===== src/rtl/fq_pkg.sv =====
// Package: shared types and helpers for the viral containment unit.
// Assumes error vectors of at most 32 sources.
package fq_pkg;

    // Per-packet treatment decided on the first beat.
    typedef struct packed {
        logic mark;
        logic drop;
    } pkt_treat_t;

    // Index of the lowest set bit; zero when none is set.
    function automatic int unsigned lowest_set(input logic [31:0] v);
        int unsigned idx;
        idx = 0;
        for (int i = 31; i >= 0; i--) begin
            if (v[i]) idx = i;
        end
        return idx;
    endfunction

endpackage


===== src/rtl/fq_state.sv =====
// Module: sticky viral state, first-source capture and entry interrupt.
// Assumes NSRC >= 2. An error always wins over a clear in the same cycle.
module fq_state #(
    parameter int NSRC  = 4,
    localparam int SRC_W = $clog2(NSRC)
) (
    input  logic             clk,
    input  logic             rst_n,
    input  logic [NSRC-1:0]  err_i,
    input  logic             ctl_we,
    input  logic             ctl_clear,
    output logic             viral_o,
    output logic [SRC_W-1:0] src_o,
    output logic             irq_o,
    output logic             clr_ok_o
);
    logic err_any;
    logic viral_q;
    logic irq_q;
    logic [SRC_W-1:0] src_q;

    // Combine error reports and qualify the clear request.
    always_comb begin
        err_any  = |err_i;
        clr_ok_o = ctl_we && ctl_clear && !err_any;
    end

    // Hold the viral bit, the entry source and the one-cycle interrupt.
    always_ff @(posedge clk) begin
        if (!rst_n) begin
            viral_q <= 1'b0;
            src_q   <= '0;
            irq_q   <= 1'b0;
        end else begin
            irq_q <= err_any && !viral_q;
            if (err_any) begin
                viral_q <= 1'b1;
                if (!viral_q) src_q <= SRC_W'(fq_pkg::lowest_set(32'(err_i)));
            end else if (clr_ok_o) begin
                viral_q <= 1'b0;
                src_q   <= '0;
            end
        end
    end

    assign viral_o = viral_q;
    assign src_o   = src_q;
    assign irq_o   = irq_q;
endmodule


===== src/rtl/fq_gate.sv =====
// Module: packet-boundary tracker that marks or drops whole packets.
// Assumes a valid/ready stream whose packets end on in_last; the treatment
// is fixed on the first beat and reused for the rest of the packet.
module fq_gate #(
    parameter int                DEST_W  = 2,
    parameter logic [DEST_W-1:0] IO_DEST = '1
) (
    input  logic              clk,
    input  logic              rst_n,
    input  logic              viral_i,
    input  logic              in_valid,
    output logic              in_ready,
    input  logic [DEST_W-1:0] in_dest,
    input  logic              in_last,
    output logic              out_valid,
    input  logic              out_ready,
    output logic              out_viral,
    output logic              drop_pkt_o
);
    import fq_pkg::*;

    logic       mid_q;
    pkt_treat_t held_q;
    pkt_treat_t now_t;
    logic       accept;

    // Pick the treatment: fresh on a first beat, held otherwise.
    always_comb begin
        if (!mid_q) begin
            now_t.mark = viral_i;
            now_t.drop = viral_i && (in_dest == IO_DEST);
        end else begin
            now_t = held_q;
        end
        out_valid  = in_valid && !now_t.drop;
        in_ready   = now_t.drop ? 1'b1 : out_ready;
        out_viral  = out_valid && now_t.mark;
        accept     = in_valid && in_ready;
        drop_pkt_o = accept && !mid_q && now_t.drop;
    end

    // Track packet boundaries and latch the first-beat treatment.
    always_ff @(posedge clk) begin
        if (!rst_n) begin
            mid_q  <= 1'b0;
            held_q <= '0;
        end else if (accept) begin
            mid_q <= !in_last;
            if (!mid_q) held_q <= now_t;
        end
    end
endmodule


===== src/rtl/fq_dropcnt.sv =====
// Module: saturating counter of dropped packets, zeroed on clear.
// Assumes at most one drop event per cycle.
module fq_dropcnt #(
    parameter int CNT_W = 8
) (
    input  logic             clk,
    input  logic             rst_n,
    input  logic             inc_i,
    input  logic             zero_i,
    output logic [CNT_W-1:0] cnt_o
);
    logic [CNT_W-1:0] cnt_q;

    // Count drops, stop at all-ones, zero on an accepted clear.
    always_ff @(posedge clk) begin
        if (!rst_n)                       cnt_q <= '0;
        else if (zero_i)                  cnt_q <= '0;
        else if (inc_i && (cnt_q != '1))  cnt_q <= cnt_q + 1'b1;
    end

    assign cnt_o = cnt_q;
endmodule


===== src/rtl/fault_quarantine.sv =====
// Module: top of the viral containment unit. Joins the state holder,
// the packet gate and the drop counter; payload passes straight through.
// Assumes the link is combinational from input to output (no buffering).
module fault_quarantine #(
    parameter int                NSRC    = 4,
    parameter int                DW      = 8,
    parameter int                DEST_W  = 2,
    parameter logic [DEST_W-1:0] IO_DEST = '1,
    parameter int                CNT_W   = 8,
    localparam int               SRC_W   = $clog2(NSRC),
    localparam int               STAT_W  = 1 + SRC_W + CNT_W
) (
    input  logic              clk,
    input  logic              rst_n,
    input  logic [NSRC-1:0]   err_i,
    input  logic              ctl_we,
    input  logic              ctl_clear,
    input  logic              in_valid,
    output logic              in_ready,
    input  logic [DW-1:0]     in_data,
    input  logic [DEST_W-1:0] in_dest,
    input  logic              in_last,
    output logic              out_valid,
    input  logic              out_ready,
    output logic [DW-1:0]     out_data,
    output logic [DEST_W-1:0] out_dest,
    output logic              out_last,
    output logic              out_viral,
    output logic [STAT_W-1:0] status_o,
    output logic              irq_o
);
    logic             viral;
    logic [SRC_W-1:0] src;
    logic             clr_ok;
    logic             drop_pkt;
    logic [CNT_W-1:0] cnt;

    fq_state #(.NSRC(NSRC)) u_state (
        .clk(clk), .rst_n(rst_n), .err_i(err_i),
        .ctl_we(ctl_we), .ctl_clear(ctl_clear),
        .viral_o(viral), .src_o(src), .irq_o(irq_o), .clr_ok_o(clr_ok)
    );

    fq_gate #(.DEST_W(DEST_W), .IO_DEST(IO_DEST)) u_gate (
        .clk(clk), .rst_n(rst_n), .viral_i(viral),
        .in_valid(in_valid), .in_ready(in_ready),
        .in_dest(in_dest), .in_last(in_last),
        .out_valid(out_valid), .out_ready(out_ready),
        .out_viral(out_viral), .drop_pkt_o(drop_pkt)
    );

    fq_dropcnt #(.CNT_W(CNT_W)) u_cnt (
        .clk(clk), .rst_n(rst_n), .inc_i(drop_pkt),
        .zero_i(clr_ok), .cnt_o(cnt)
    );

    // Pass payload fields through and assemble the status word.
    always_comb begin
        out_data = in_data;
        out_dest = in_dest;
        out_last = in_last;
        status_o = {cnt, src, viral};
    end
endmodule


===== config.mk =====
export PLATFORM = sky130hd
export DESIGN_NAME = fault_quarantine
export DESIGN_NICKNAME = d
export VERILOG_FILES = /design/src/rtl/fq_pkg.sv /design/src/rtl/fq_state.sv /design/src/rtl/fq_gate.sv /design/src/rtl/fq_dropcnt.sv /design/src/rtl/fault_quarantine.sv
export SDC_FILE = /design/constraint.sdc
export NUM_CORES = 1
export LEC_CHECK = 0
export CORE_UTILIZATION = 39
export DETAILED_ROUTE_END_ITERATION = 8
export GPL_ROUTABILITY_DRIVEN = 0
export PLACE_DENSITY = 0.88
export RECOVER_POWER = 50
export SLEW_MARGIN = 20
export SYNTH_ARGS = -nofsm -noshare
export SYNTH_HDL_FRONTEND = slang
export SYNTH_HIERARCHICAL = 1
export SYNTH_SLANG_ARGS = --single-unit

===== constraint.sdc =====
create_clock -name clk -period 1.8 [get_ports clk]
set_clock_uncertainty 0.15 [all_clocks]
set_input_delay 0.18 -clock clk [delete_from_list [all_inputs] [get_ports clk]]
set_output_delay 0.18 -clock clk [all_outputs]
set_load 0.01 [all_outputs]

# [Yosys cells after proc, flatten, opt, wreduce, memory -nomap -nowiden]
# Index checks and enable logic that the tools add are counted.
[word_totals] reg_bits=15 input_bits=21
[op_classes] add_sub_neg=1 n_eq_ne=3 n_mux=11 n_bitwise=2 reduce_logical=20
[op_table] cell="2-bit two-way mux" n=8
[op_table] cell="1-bit logical AND" n=10
[op_table] cell="8-bit by 1-bit adder with 8-bit output, second input constant" n=1
[op_table] cell="8-bit != test, second input constant" n=1
[op_table] cell="1-bit zero test" n=5
[op_table] cell="2-bit AND reduction" n=2
[op_table] cell="4-bit OR reduction" n=1
[op_table] cell="1-bit two-way mux" n=3
[op_table] cell="2-bit equality test, second input constant" n=1
[op_table] cell="2-bit != test, second input constant" n=1
[op_table] cell="1-bit inverter" n=2
[op_table] cell="2-bit nonzero test" n=1
[op_table] cell="2-bit OR reduction" n=1

# [Depth between registers and ports, before layout]
[depth] ltp_word=8 mapped_depth=6 depth_no_buf=5

# [Cells and area by module]
# The synthesis kept the hierarchy.
[modules_own_cells] module="fq_dropcnt" n_inst=1 cells_each=46 area_each_um2=421.7
[modules_own_cells] module="fq_gate" n_inst=1 cells_each=25 area_each_um2=211.5
[modules_own_cells] module="fq_state" n_inst=1 cells_each=21 area_each_um2=193.9
[modules_own_cells] module="fault_quarantine" n_inst=1 cells_each=12 area_each_um2=90.1

# [Worst setup path before layout]
# No wires, ideal clock.
[synth_timing] path_type="reg2reg" startpoint="reg u_state.viral_q (netlist: u_state/viral_o)" endpoint="reg u_cnt.cnt_q[5] (netlist: u_cnt/cnt_o[5])" setup_time_ns=0.072 t_arrival_ns=1.329 required_ns=1.578 setup_slack_ns=0.249 stages_incl_launch_ff=6 path_cell_list="dfxtp_1 -> nand3_1 -> and2b_1 -> nand4_1 -> a211oi_2 -> mux2i_1"
[synth_via] elab_chain_len=7
[synth_lines] element="from (decl)" line_no="fq_state.sv:18" source="logic viral_q;"
[synth_lines] element="from (signal assigned)" line_no="fq_state.sv:31" source="viral_q <= 1'b0;"
[synth_lines] element="from (signal assigned)" line_no="fq_state.sv:37" source="viral_q <= 1'b1;"
[synth_lines] element="from (signal assigned)" line_no="fq_state.sv:40" source="viral_q <= 1'b0;"
[synth_lines] element="1-bit logical AND *" line_no="fq_gate.sv:31" source="now_t.drop = viral_i && (in_dest == IO_DEST);"
[synth_lines] element="2-bit two-way mux *" line_no="fq_gate.sv:29" source="if (!mid_q) begin"
[synth_lines] element="1-bit two-way mux" line_no="fq_gate.sv:36" source="in_ready = now_t.drop ? 1'b1 : out_ready;"
[synth_lines] element="1-bit logical AND" line_no="fq_gate.sv:38" source="accept = in_valid && in_ready;"
[synth_lines] element="1-bit logical AND" line_no="fq_gate.sv:39" source="drop_pkt_o = accept && !mid_q && now_t.drop;"
[synth_lines] element="1-bit logical AND *" line_no="fq_gate.sv:39"
[synth_lines] element="via drop_pkt" line_no="fault_quarantine.sv:35" source="logic drop_pkt;"
[synth_lines] element="1-bit logical AND *" line_no="fq_dropcnt.sv:18" source="else if (inc_i && (cnt_q != '1)) cnt_q <= cnt_q + 1'b1;"
[synth_lines] element="to (signal assigned)" line_no="fq_dropcnt.sv:18"
[synth_lines] element="to (decl)" line_no="fq_dropcnt.sv:12" source="logic [CNT_W-1:0] cnt_q;"
# The timed path passes the listed nets; every way through them passes the cells marked *.
# A chain may end at the register's enable or synchronous reset.

# [Final worst setup path]
[layout_timing] startpoint="in in_dest[1]" endpoint="out out_dest[1]"
[layout_rtl] element="from (decl)" line_no="fault_quarantine.sv:21" source="input logic [DEST_W-1:0] in_dest,"
[layout_rtl] element="to (decl)" line_no="fault_quarantine.sv:26" source="output logic [DEST_W-1:0] out_dest,"
# No word-level cell between the ends.

==> flow_summary_export.csv <==
group,metric,value,unit
run_status,status,"complete, no violations",
yosys,synth.net_count,126,
cts,cts_hold_buf,0,
floorplanning,dieWidth,50.5,um
cells_and_area,final_common_cell,"clkdlybuf4s50_1",
cts,numClockSinks,15,
yosys,seq_area_frac_synth,0.327,
critical_path,crit_fanout,4,
grt,grt.overflow.total,0,
placement,post-place-ws,-0.193,ns
sta,rsz0062_at_grt,"no",
routing,wirelength,2.04,mm
cells_and_area,final_cell_mix,"20 x clkdlybuf4s50_1, 15 x dfxtp_1, 11 x buf_4, 11 x nand2_1, 7 x nor2b_1",
cells_and_area,areaGrowthSynthToFinish,36.0,%
yosys,synthMuxAreaShare,0.0546,
routing,viasPerCell,5.42,
critical_path,crit_arrival,1.37,ns
floorplanning,io_pins,47,
sta,fin_crit_sh,0.943,
routing,vias,895,
grt,use_met3,0.0333,
cells_and_area,fin_nets,160,
yosys,synth_top_area_cell,"dfxtp_1",
floorplanning,die_height,50.5,um
yosys,synth_seq_cells,15,
yosys,syn_inst,104,
sta,max_freq,589,MHz
critical_path,crit_type,"input port to output port",
floorplanning,core,0.00221,sq mm
cts,clockRootBuffer,"clkbuf_4",
cells_and_area,seq_area,300,sq um
yosys,yosys-top-cells-area,"dfxtp_1 33%, buf_4 9.8%, mux2i_1 5.5%",
floorplanning,dieArea,0.00255,sq mm
floorplanning,start_util,0.415,
critical_path,crit_required,1.47,ns
yosys,syn_area,917,sq um
grt,grt_max_degree,10,
cts,clock_latency,0.29,ns
power,p_per_area,541,mW/mm^2
routing,drt_iter0_markers,10,
sta,fin_ws,0.102,ns
sta,slew_viol_final,0,
routing,ant_nets,0,
yosys,yosysWarningCount,6,
floorplanning,row_count,17,
cells_and_area,multi_input_area,500,sq um
sta,min_period,1.70,ns
placement,dp_hpwl,1.63,mm
cts,h-tree-depth,1,
placement,placed_area,0.00124,sq mm
routing,dr.pass1.iters,4,
grt,antenna_found_initial,0,
cts,cts_tree,"built",
hold_path,min-delay-path-class,"input port to output port",
grt,grt_pass1_vias,842,
power,max-vdd-ir-drop,0.350,mV
grt,use_met2,0.313,
sta,finalSetupViolCount,0,
grt,grt-busiest-layer,"met2",
placement,port_buffers,30,
cts,max-clock-path-buffers,2,
power,p_total,0.675,mW
grt,grt_pass1_wl,3.23,mm
yosys,synth_compound_area_frac,0.190,
cells_and_area,drive_gt1_frac,0.146,
critical_path,end_kind,"output port",
power,cellLeakagePower,0.511,nW
grt,grt_use_met1,0.172,
sta,worst_slew_pin_slew,0.420,ns
run,cap_violations,0,
yosys,synth_fa_ha_area_frac,0.0136,
critical_path,ff2ff_setup_slack,0.18,ns
sta,hold_viol_final,0,
cells_and_area,n_antenna_cell,0,
cts,cts_made_buffers,3,
cells_and_area,n_fill_cell,210,
routing,wl_per_cell,12.4,um
yosys,avgSynthCellArea,8.82,sq um
yosys,synth_top_family_by_area,"simple AND/OR/NAND/NOR gates",
yosys,synth_xor_area_frac,0,
cells_and_area,fin_area,0.00125,sq mm
yosys,netlist.area_leader.share,0.327,
grt,globalRouteTotalUtil,0.168,
cts,post_cts_buffers,0,
sta,slew_headroom,0.719,
critical_path,start_kind,"input port",
yosys,ys_types,34,
yosys,yosys.area_share.simple,0.304,
routing,drc,0,
## final cells by class
class | instances | share of cell area
Multi-Input combinational cell | 76 | 0.401
Sequential cell | 15 | 0.241
Tap cell | 28 | 0.0281
Timing Repair Buffer | 42 | 0.309
Clock buffer | 4 | 0.0211
## what timing repair did
action,in CTS,in global routing
endpoints found under the setup margin,3,0
hold endpoints to repair,0,0
resized for setup,4,0
## cells in the mapped netlist
library cell  instances
nand2b_1              4
and2b_1               1
and4_1                5
o21a_1                1
a211oi_2              1
nand2_1              11
a21boi_2              1
a21boi_0              2
nor4_4                1
a21oi_1               6
and3_1                1
nand3b_1              3
nor3_1                2
nor2b_1               7
and3_2                1
and2_0                1
o211a_1               1
and4_4                1
nor2_1                2
a31oi_1               3
nand3_1               2
nand4_1               1
dfxtp_1              15
buf_4                12
a311oi_1              1
a32oi_1               1
buf_6                 1
a21o_1                2
o21ai_0               4
nor2b_2               1
o21ai_1               2
o22ai_1               1
mux2i_1               5
ha_1                  1
## routing by layer
metal | share of wire | up-vias
li1 | - | 436
met3 | 0.070 | 3
met2 | 0.51 | 38
met4 | 0.014 | 0
met1 | 0.41 | 418
met5 | 0 | -
## flip-flops by register name, indices dropped and copies added (netlist names)
register / cells
u_gate/mid_q: 1
u_state/viral_o: 1
u_state/irq_o: 1
u_state/src_o: 2
u_cnt/cnt_o: 8
u_gate/held_q: 2
## path summary, 6_finish.rpt
path                                  startpoint               end  depth (start not counted)
worst min-delay path                  in_data[7]       out_data[7]                          0
worst max-delay path                  in_dest[1]       out_dest[1]                          3
worst max register to register   u_state/viral_o    u_cnt/cnt_o[5]                          5
worst min register to register  u_state/src_o[0]  u_state/src_o[0]                          2
## metrics by stage
stage / utilization / cells / hold WS [ns] / setup TNS (ns)
2_1_floorplan: - / 104 / 0.131 / 0
3_3_place_gp: 0.561 / 161 / 0.210 / -0.875
3_5_place_dp: 0.561 / 161 / 0.210 / -1.39
4_1_cts: 0.571 / 165 / 0.210 / 0
5_1_grt: 0.564 / 165 / 0.210 / 0
6_report: 0.564 / 165 / 0.210 / 0
## report_power, final
part           leakage [nW]  internal, mW  switching [mW]  total (mW)
clock                0.0150        0.0862           0.111       0.197
combinational         0.374        0.0765          0.0521       0.129
sequential            0.122         0.341         0.00813       0.349
## critical path, cell delays in order
cell and delay [ns]:
clkdlybuf4s50_1 0.53, buf_4 0.13, clkdlybuf4s50_1 0.52
## cell families after synthesis
group | count (synthesis)
AO/OA/AOI/OAI | 26
adder cells (fa/ha/maj) | 1
buffers and inverters | 13
flip-flops | 15
multiplexers | 5
AND/OR/NAND/NOR | 44
(Power assumes the default switching activity.)
